### config.mk
export PLATFORM = sky130hd
export DESIGN_NAME = sram_strobe_ctrl
export DESIGN_NICKNAME = d
export VERILOG_FILES = /design/src/rtl/sram_ctrl_pkg.sv /design/src/rtl/sram_phase_timer.sv /design/src/rtl/sram_dq_path.sv /design/src/rtl/sram_strobe_ctrl.sv
export SDC_FILE = /design/constraint.sdc
export NUM_CORES = 1
export LEC_CHECK = 0
export BUFFER_PORTS_ARGS = -buffer_cell sky130_fd_sc_hd__buf_4
export CORE_ASPECT_RATIO = 1.25
export CORE_UTILIZATION = 42
export CTS_CLUSTER_DIAMETER = 80
export DETAILED_ROUTE_END_ITERATION = 6
export PLACE_DENSITY = 0.75
export SLEW_MARGIN = 15
export SYNTH_ARGS = -nofsm -noshare
export SYNTH_HDL_FRONTEND = slang
export SYNTH_SLANG_ARGS = --single-unit
### constraint.sdc
create_clock -name clk -period 1.55 [get_ports clk]
set_input_delay 0.31 -clock clk [delete_from_list [all_inputs] [get_ports clk]]
set_output_delay 0.31 -clock clk [all_outputs]
set_load 0.01 [all_outputs]
### src/rtl/sram_ctrl_pkg.sv
`timescale 1ns/1ps
package sram_ctrl_pkg;

  typedef enum logic [2:0] {
    ST_IDLE, ST_TURN, ST_RD, ST_WSET, ST_WPULSE, ST_WREC
  } phase_e;

  typedef enum int {
    P_RC, P_AA, P_AOE, P_WC, P_WP, P_AW, P_DW, P_WHZ, P_OHZ
  } tparam_e;

  // Minimum interval in ns for a speed grade (10, 12 or 15).
  function automatic int grade_ns(input int grade, input tparam_e p);
    int v;
    case (p)
      P_AOE:       v = (grade == 10) ? 6 : 7;
      P_WP, P_AW:  v = (grade == 10) ? 8 : (grade == 12) ? 10 : 11;
      P_DW:        v = (grade == 10) ? 6 : (grade == 12) ? 7 : 8;
      P_WHZ,
      P_OHZ:       v = (grade == 10) ? 5 : (grade == 12) ? 6 : 7;
      default:     v = grade;
    endcase
    return v;
  endfunction

  // Round an interval up to whole clock cycles, at least one.
  function automatic int ns_to_cyc(input int ns, input int clk_ns);
    int c;
    c = (ns + clk_ns - 1) / clk_ns;
    return (c < 1) ? 1 : c;
  endfunction

  function automatic int imax(input int a, input int b);
    return (a > b) ? a : b;
  endfunction

endpackage

### src/rtl/sram_phase_timer.sv
`timescale 1ns/1ps
module sram_phase_timer #(
  parameter int CNT_W = 2
) (
  input  logic             clk,
  input  logic             rst_n,
  input  logic             load,
  input  logic [CNT_W-1:0] load_val,
  output logic [CNT_W-1:0] cnt,
  output logic             last
);
  always_ff @(posedge clk or negedge rst_n) begin
    if (!rst_n)            cnt <= '0;
    else if (load)         cnt <= load_val;
    else if (cnt != '0)    cnt <= cnt - 1'b1;
  end

  assign last = (cnt == '0);
endmodule

### src/rtl/sram_dq_path.sv
`timescale 1ns/1ps
module sram_dq_path #(
  parameter int DATA_W = 8
) (
  input  logic              clk,
  input  logic              rst_n,
  input  logic              take_wdata,
  input  logic [DATA_W-1:0] wdata,
  input  logic              drive,
  input  logic              capture,
  input  logic [DATA_W-1:0] dq_in,
  output logic [DATA_W-1:0] dq_out,
  output logic              dq_oe,
  output logic [DATA_W-1:0] rdata,
  output logic              rvalid
);
  always_ff @(posedge clk or negedge rst_n) begin
    if (!rst_n) begin
      dq_out <= '0;
      rdata  <= '0;
      rvalid <= 1'b0;
    end else begin
      if (take_wdata) dq_out <= wdata;
      if (capture)    rdata  <= dq_in;
      rvalid <= capture;
    end
  end

  assign dq_oe = drive;
endmodule

### src/rtl/sram_strobe_ctrl.sv
`timescale 1ns/1ps
module sram_strobe_ctrl
  import sram_ctrl_pkg::*;
#(
  parameter int ADDR_W   = 17,
  parameter int DATA_W   = 8,
  parameter int GRADE_NS = 10,
  parameter int CLK_NS   = 5
) (
  input  logic              clk,
  input  logic              rst_n,
  input  logic              cfg_oe_low,
  input  logic              req_valid,
  output logic              req_ready,
  input  logic              req_write,
  input  logic [ADDR_W-1:0] req_addr,
  input  logic [DATA_W-1:0] req_wdata,
  output logic              rsp_valid,
  output logic [DATA_W-1:0] rsp_rdata,
  output logic [ADDR_W-1:0] mem_addr,
  output logic              mem_ce_n,
  output logic              mem_we_n,
  output logic              mem_oe_n,
  output logic [DATA_W-1:0] mem_dq_o,
  output logic              mem_dq_oe,
  input  logic [DATA_W-1:0] mem_dq_i
);
  // Phase lengths in cycles
  localparam int RD_CYC    = imax(imax(ns_to_cyc(grade_ns(GRADE_NS, P_RC), CLK_NS),
                                       ns_to_cyc(grade_ns(GRADE_NS, P_AA), CLK_NS)),
                                  ns_to_cyc(grade_ns(GRADE_NS, P_AOE), CLK_NS));
  localparam int WC_CYC    = ns_to_cyc(grade_ns(GRADE_NS, P_WC), CLK_NS);
  localparam int WHZ_CYC   = ns_to_cyc(grade_ns(GRADE_NS, P_WHZ), CLK_NS);
  localparam int DW_CYC    = ns_to_cyc(grade_ns(GRADE_NS, P_DW), CLK_NS);
  localparam int TA_CYC    = ns_to_cyc(grade_ns(GRADE_NS, P_OHZ), CLK_NS);
  // setup and recovery take one cycle each, the pulse covers the rest of tWC
  localparam int PULSE_OEH = imax(imax(ns_to_cyc(grade_ns(GRADE_NS, P_WP), CLK_NS),
                                       ns_to_cyc(grade_ns(GRADE_NS, P_AW), CLK_NS)),
                                  WC_CYC - 2);
  localparam int PULSE_OEL = imax(PULSE_OEH, WHZ_CYC + DW_CYC);
  localparam int MAX_CYC   = imax(imax(RD_CYC, PULSE_OEL), TA_CYC);
  localparam int CNT_W     = $clog2(MAX_CYC + 1);
  // in OE-low style, drive once the remaining count falls to this value
  localparam int DRV_LIM   = PULSE_OEL - 1 - WHZ_CYC;

  phase_e             st_q, st_d;
  logic [ADDR_W-1:0]  addr_q;
  logic               oel_q;
  logic               prev_rd_q;
  logic               accept;
  logic               tmr_load;
  logic [CNT_W-1:0]   tmr_val;
  logic [CNT_W-1:0]   tmr_cnt;
  logic               tmr_last;
  logic               capture;
  logic               drive;

  assign req_ready = (st_q == ST_IDLE);
  assign accept    = req_valid && req_ready;

  always_comb begin
    st_d     = st_q;
    tmr_load = 1'b0;
    tmr_val  = '0;
    capture  = 1'b0;
    case (st_q)
      ST_IDLE: if (accept) begin
        if (req_write) begin
          if (prev_rd_q) begin
            st_d     = ST_TURN;
            tmr_load = 1'b1;
            tmr_val  = CNT_W'(TA_CYC - 1);
          end else begin
            st_d = ST_WSET;
          end
        end else begin
          st_d     = ST_RD;
          tmr_load = 1'b1;
          tmr_val  = CNT_W'(RD_CYC - 1);
        end
      end
      ST_TURN: if (tmr_last) st_d = ST_WSET;
      ST_WSET: begin
        st_d     = ST_WPULSE;
        tmr_load = 1'b1;
        tmr_val  = oel_q ? CNT_W'(PULSE_OEL - 1) : CNT_W'(PULSE_OEH - 1);
      end
      ST_WPULSE: if (tmr_last) st_d = ST_WREC;
      ST_WREC:   st_d = ST_IDLE;
      ST_RD: if (tmr_last) begin
        st_d    = ST_IDLE;
        capture = 1'b1;
      end
      default: st_d = ST_IDLE;
    endcase
  end

  always_ff @(posedge clk or negedge rst_n) begin
    if (!rst_n) begin
      st_q      <= ST_IDLE;
      addr_q    <= '0;
      oel_q     <= 1'b0;
      prev_rd_q <= 1'b0;
    end else begin
      st_q      <= st_d;
      prev_rd_q <= capture;
      if (accept) begin
        addr_q <= req_addr;
        oel_q  <= cfg_oe_low;
      end
    end
  end

  // Strobe decode from the registered phase
  logic in_write;
  assign in_write = (st_q == ST_WSET) || (st_q == ST_WPULSE) || (st_q == ST_WREC);
  assign mem_ce_n = !(in_write || (st_q == ST_RD));
  assign mem_we_n = (st_q != ST_WPULSE);
  assign mem_oe_n = !((st_q == ST_RD) || (in_write && oel_q));
  assign mem_addr = addr_q;

  always_comb begin
    drive = 1'b0;
    if (in_write) begin
      if (!oel_q)                   drive = 1'b1;
      else if (st_q == ST_WPULSE)   drive = (tmr_cnt <= CNT_W'(DRV_LIM));
    end
  end

  sram_phase_timer #(.CNT_W(CNT_W)) u_timer (
    .clk      (clk),
    .rst_n    (rst_n),
    .load     (tmr_load),
    .load_val (tmr_val),
    .cnt      (tmr_cnt),
    .last     (tmr_last)
  );

  sram_dq_path #(.DATA_W(DATA_W)) u_dq (
    .clk        (clk),
    .rst_n      (rst_n),
    .take_wdata (accept && req_write),
    .wdata      (req_wdata),
    .drive      (drive),
    .capture    (capture),
    .dq_in      (mem_dq_i),
    .dq_out     (mem_dq_o),
    .dq_oe      (mem_dq_oe),
    .rdata      (rsp_rdata),
    .rvalid     (rsp_valid)
  );
endmodule

---- Word-level counts from Yosys, hierarchy flattened ----
Cells that the tools add are included.
word-level totals
  bits of input ports ..................... 38
  register bits ........................... 40
  ROM bits ................................ 0
  bits in latches ......................... 0
  output and inout port bits .............. 39
  memories ................................ 0
  memory bits (writable) .................. 0
cells by class
  $mul .................................... 0
  $lt $le $gt $ge ......................... 1
  add/subtract/negate cells ............... 1
  muxes and demuxes ....................... 22
  bitwise logic cells ..................... 0
  reduce and logical (&&, ||, !) cells .... 14
  equal/unequal tests ..................... 10
  div/mod/pow operators ................... 0
  shifts and indexed selects .............. 0
operators by type and width
  cell                                                                              number
  3-bit two-way mux                                                                 5
  3-bit case mux with 5 select lines                                                1
  1-bit two-way mux                                                                 10
  2-bit two-way mux                                                                 4
  3-bit by 2-bit equality test with 1-bit output, second input constant             2
  3-bit equality test, second input constant                                        2
  2-bit inequality test, second input constant                                      3
  1-bit logical OR                                                                  4
  2-bit case mux with 2 select lines                                                1
  4-bit AND reduction                                                               1
  2-bit nonzero test                                                                2
  3-bit by 1-bit equality test with 1-bit output, second input constant             1
  1-bit logical AND                                                                 3
  3-bit zero test                                                                   1
  3-bit inequality test, second input constant                                      1
  2-bit by 1-bit less-or-equal comparator with 1-bit output, second input constant  1
  1-bit zero test                                                                   2
  2-bit zero test                                                                   1
  2-bit by 1-bit inequality test with 1-bit output, second input constant           1
  1-bit case mux with 2 select lines                                                1
  2-bit by 1-bit subtractor with 2-bit output, second input constant                1

---- Depth between registers and ports, before layout ----
  depth in word-level cells ............... 6
  mapped depth ............................ 6
  mapped depth without buffers ............ 5

---- Hierarchy ----
From an unflattened synthesis, not the netlist that was laid out.
second synthesis, totals
  cell total of the unflattened synthesis .. 122
  area, all modules ....................... 1,826.8 µm²
modules (own cells, without submodules)
  module            cells an instance  seq. area each (µm²)  times used  area each (µm²)
  sram_strobe_ctrl  74                 550.5                 1           1,018.5
  sram_dq_path      36                 425.4                 1           695.7
  sram_phase_timer  12                 50.0                  1           112.6

---- Worst setup path after synthesis ----
Ideal clock, no wire load.
  kind .................................... flip-flop to flip-flop
  start ................................... register u_timer.cnt[0]
  end ..................................... register u_dq.rdata[0]
  stages on the path, launching flop included .. 7
  arrival ................................. 1.474 ns
  buffers on the path ..................... 1
  setup slack ............................. -0.049 ns
  data required time ...................... 1.425 ns
  clock period less this slack ............ 1.599 ns
  path through ............................ dfrtp_1 inv_1 ha_1 nand2b_1 nor3b_1 buf_2 mux2_2
between the ends
  longest elaborated chain between the ends .. 3
RTL lines
  item                      line                    RTL
  start: declaration        sram_phase_timer.sv:9   output logic [CNT_W-1:0] cnt,
  start signal: assignment  sram_phase_timer.sv:14  else if (load) cnt <= load_val;
  start signal: assignment  sram_phase_timer.sv:15  else if (cnt != '0) cnt <= cnt - 1'b1;
  2-bit zero test           sram_phase_timer.sv:18  assign last = (cnt == '0);
  1-bit two-way mux         sram_strobe_ctrl.sv:90  ST_RD: if (tmr_last) begin
  1-bit two-way mux         sram_strobe_ctrl.sv:66  case (st_q)
  via capture               sram_strobe_ctrl.sv:55  logic capture;
  end signal: assignment    sram_dq_path.sv:24      if (capture) rdata <= dq_in;
  end: declaration          sram_dq_path.sv:14      output logic [DATA_W-1:0] rdata,
The timed path passes the listed nets, and every way through them passes these cells.
A chain may end at the register's enable or synchronous reset.

---- Worst setup path after layout ----
  start ................................... register u_timer.cnt[1]
  end ..................................... output port mem_dq_oe
between the ends
  longest elaborated chain between the ends .. 4
RTL lines
  item                                                       line                     RTL
  2-bit by 1-bit less-or-equal comparator with 1-bit output  sram_strobe_ctrl.sv:126  else if (st_q == ST_WPULSE) drive = (tmr_cnt <= CNT_W'(DRV_LIM));
  1-bit two-way mux                                          sram_strobe_ctrl.sv:126
  1-bit two-way mux                                          sram_strobe_ctrl.sv:125  if (!oel_q) drive = 1'b1;
  1-bit two-way mux                                          sram_strobe_ctrl.sv:124  if (in_write) begin
  end: declaration                                           sram_strobe_ctrl.sv:25   output logic mem_dq_oe,
No other way between the ends.

==> summary.md <==
| Metric | Value |
|---|---|
| Outcome | `finished with violations` |
| Failing checks | `setup timing` |
| Reg clk slew, reported paths | `0.08 ns` |
| Area leader, netlist | `dfrtp_1` |
| Clk_skew | `0.009943 ns` |
| Setup-failing EPs final | `39` |
| Routed Antenna Nets | `0` |
| Layout cells sized above 1 | `between 70% and 80%` |
| Final worst-path cycle share | `113.8%` |
| Die ar. | `4453 sq um` |
| Post-synthesis register bit count | `40` |
| Placer Congestion | `~0.77` |
| Routed WL per cell | `19.51 microns` |
| DR DRC count | `0` |
| Syn_nets | `161` |
| Leakage power | `about 0.0015 uW` |
| Pin count of the biggest net entering global routing | `41` |
| Ys async rst share | `100.0%` |
| Critical Path Fanout Max | `2` |
| Via/cell ratio | `about 5.2` |
| TritonRoute pass-1 iters | `4` |
| Cell with the most instances after synthesis | `dfrtp_1` |
| Area delta synth->final | `66.57%` |
| Crit path max-delay cell type | `dfrtp_1` |
| Crit path arrival time | `1.45 ns` |
| Fin util | `74.94%` |
| Worst setup SP type | `register` |
| Max incr delay on CP | `between 0.3 and 0.4 ns` |
| CTS Root Cell | `clkbuf_8` |
| Hold Vio Cnt, Final | `0` |
| Die Y | `74.36 microns` |
| WP data required | `1.24 ns` |
| Rows | `25` |
| Final Max Tran Viols | `0` |
| Register area share after synthesis | `a little under three fifths` |
| Routed wire length | `5.541 mm` |
| Non-Filler Instances | `284` |
| Unrepaired setup endpoints after global routing | `yes` |
| Avg Cell Area, Syn | `14.54 sq um` |
| Min Tclk post-route | `1.764 ns` |
| Antenna violations before repair | `0` |
| I/O Buffers | `76` |
| Initial Util | `~45%` |
| Worst setup EP type | `output pin` |
| IO Pins | `77` |
| Number of library cell types mapped by synthesis | `28` |
| CTS max path bufs | `2` |
| Via count | `1485` |
| Vias in the first global route | `1570` |
| First-pass GRT wire length | `8.017 mm` |
| Die X | `59.89 microns` |
| Hold Path Class | `input pin to register` |
| Setup ws final | `-0.2136 ns` |
| Power density over the cells | `about 2300 nW/um^2` |
| Slew Limit Headroom | `between 60% and 70%` |
| Top_reg_cell synth | `dfrtp_1` |
| H-Tree Depth | `2` |
| DP Wirelength | `3.228 mm` |
| Clock insertion delay at the later pin of the skew report | `0.30 ns` |
| Post-synth top area share | `56.90%` |
| Max Fclk | `between 500 and 600 MHz` |
| CTS sink cnt | `40` |
| R2R setup slack | `-0.19 ns` |
| Cell count after synthesis | `121` |
| Aggregate global routing overflow | `0` |
| DR iter-0 viols | `51` |
| Peak VDD IR | `1.025 mV` |
| Delay-heaviest family, CP | `flip-flops` |
| Number of flops mapped to enable cells by yosys | `0` |
| WP buf/inv | `3` |
| Final #Nets | `approximately 270` |
| Warnings, synthesis | `0` |
| WHS | `0.2057 ns` |
| Max-cap violations | `0` |
| Most common library cells after synthesis | `40 x dfrtp_1, 17 x mux2_4, 16 x mux2_2, 9 x nand2_1, 5 x nor2b_1` |
| CP Class | `register to output pin` |
| ANT cells | `0` |
| Worst path cell trace | `inv_2 > buf_6 > ha_4 > nor2b_1 > o21ai_1 > o2bb2ai_1 > buf_4` |
| Most area-consuming cells after synthesis | `dfrtp_1 57%, mux2_4 15%, mux2_2 10%, nand2_1 1.9%, buf_6 1.9%` |
| Least-Margin Pin Slew | `0.5046 ns` |
| Synthesized cell area | `between 1500 and 2000 sq um` |
| TritonCTS clock tree | `built` |
| Core region area | `3910 sq um` |
| Total GRT Usage | `25.37%` |
| Cells after DPL | `257` |
| CTS Buf Count | `5` |
==> repair_timing <==
item / in CTS / in global routing
gates resized for setup: 31 / 16
cloned: 4 / 0
endpoints found under the setup margin: 37 / 41
endpoints found under the hold margin: 14 / 0
pin swaps: 5 / 9
hold buffers: 1 / 0
setup buffers: 11 / 6
==> worst reg2reg max path, stage by stage, from the launching register on <==
cell     delay (ns)
dfrtp_1        0.44
or4b_4         0.60
buf_12         0.17
buf_16         0.14
mux2_4         0.30
==> cells in the final DEF (no fill, tap or decap), types with 3 or more instances in the layout <==
cell and n:
clkbuf_8 5, nand2_1 8, dfrtp_1 40, buf_4 94, buf_6 8, nor2b_1 3
mux2_4 25, mux2_2 8
==> state kept, by name (all words and copies together), names as in the netlist <==
name         flops
oel_q            1
u_timer.cnt      2
st_q             3
u_dq.rvalid      1
u_dq.rdata       8
mem_addr        17
u_dq.dq_out      8
==> per-stage QoR <==
| step | setup TNS (ns) | worst slack (ns) | total power (uW) | cell area (sq um) |
|---|---|---|---|---|
| after detailed placement | -0.9663 | -0.08761 | 4884 | 2454 |
| after floorplan | -0.1702 | -0.01100 | 3529 | 1768 |
| after global routing | -4.566 | -0.2586 | 7135 | 2930 |
| final | -3.475 | -0.2136 | 6821 | 2930 |
| after global placement | 0 | 0.0009424 | 4724 | 2454 |
| after CTS | -2.866 | -0.1979 | 6460 | 2863 |
==> routing by layer <==
layer,vias to the layer above,track usage [%],wire length (microns)
li1,646,-,-
met1,756,29.91,2063
met2,67,43.09,3042
met3,16,5.043,229
met4,0,13.70,206
met5,-,0,0
==> cell type report <==
type / count / area (sq um)
Multi-Input combinational cell: 72 / 843.3
Sequential cell: 40 / 1001
Tap cell: 54 / 67.56
Fill cell: 261 / 979.7
Inverter: 3 / 11.26
Clock buffer: 5 / 68.82
Timing Repair Buffer: 107 / 895.9
Clock inverter: 3 / 42.54
==> final timing paths <==
kind / from / to / cells after the start
worst max-delay path: u_timer.cnt[1]$_DFFE_PN0P_ / mem_dq_oe / 7
max in group asynchronous: rst_n / u_dq.dq_out[1]$_DFFE_PN0P_ / 2
worst max register to register: st_q[0]$_DFFE_PN0P_ / mem_addr[6]$_DFFE_PN0N_ / 4
worst min register to register: u_dq.dq_out[7]$_DFFE_PN0P_ / u_dq.dq_out[7]$_DFFE_PN0P_ / 1
worst min-delay path: cfg_oe_low / oel_q$_DFFE_PN0N_ / 3
min in group asynchronous: rst_n / u_dq.rvalid$_DFF_PN0_ / 2
==> cell families after synthesis <==
| group | count (synthesis) | share of synthesized area [%] |
|---|---|---|
| buffers and inverters | 9 | 3.414 |
| multiplexers | 33 | 24.75 |
| adder cells (fa/ha/maj) | 2 | 1.422 |
| AO/OA/AOI/OAI | 12 | 5.122 |
| flip-flops | 40 | 56.90 |
| XOR/XNOR | 1 | 0.4980 |
| AND/OR/NAND/NOR | 24 | 7.894 |
==> report_power, final <==
part / leakage, uW / internal [uW] / switching [uW]
Sequential: 0.000478 / 1580 / 383
Combinational: 0.000942 / 2410 / 1580
Clock: 0.0000541 / 477 / 381
Total: 0.00147 / 4470 / 2350
(Power assumes the default switching activity.)
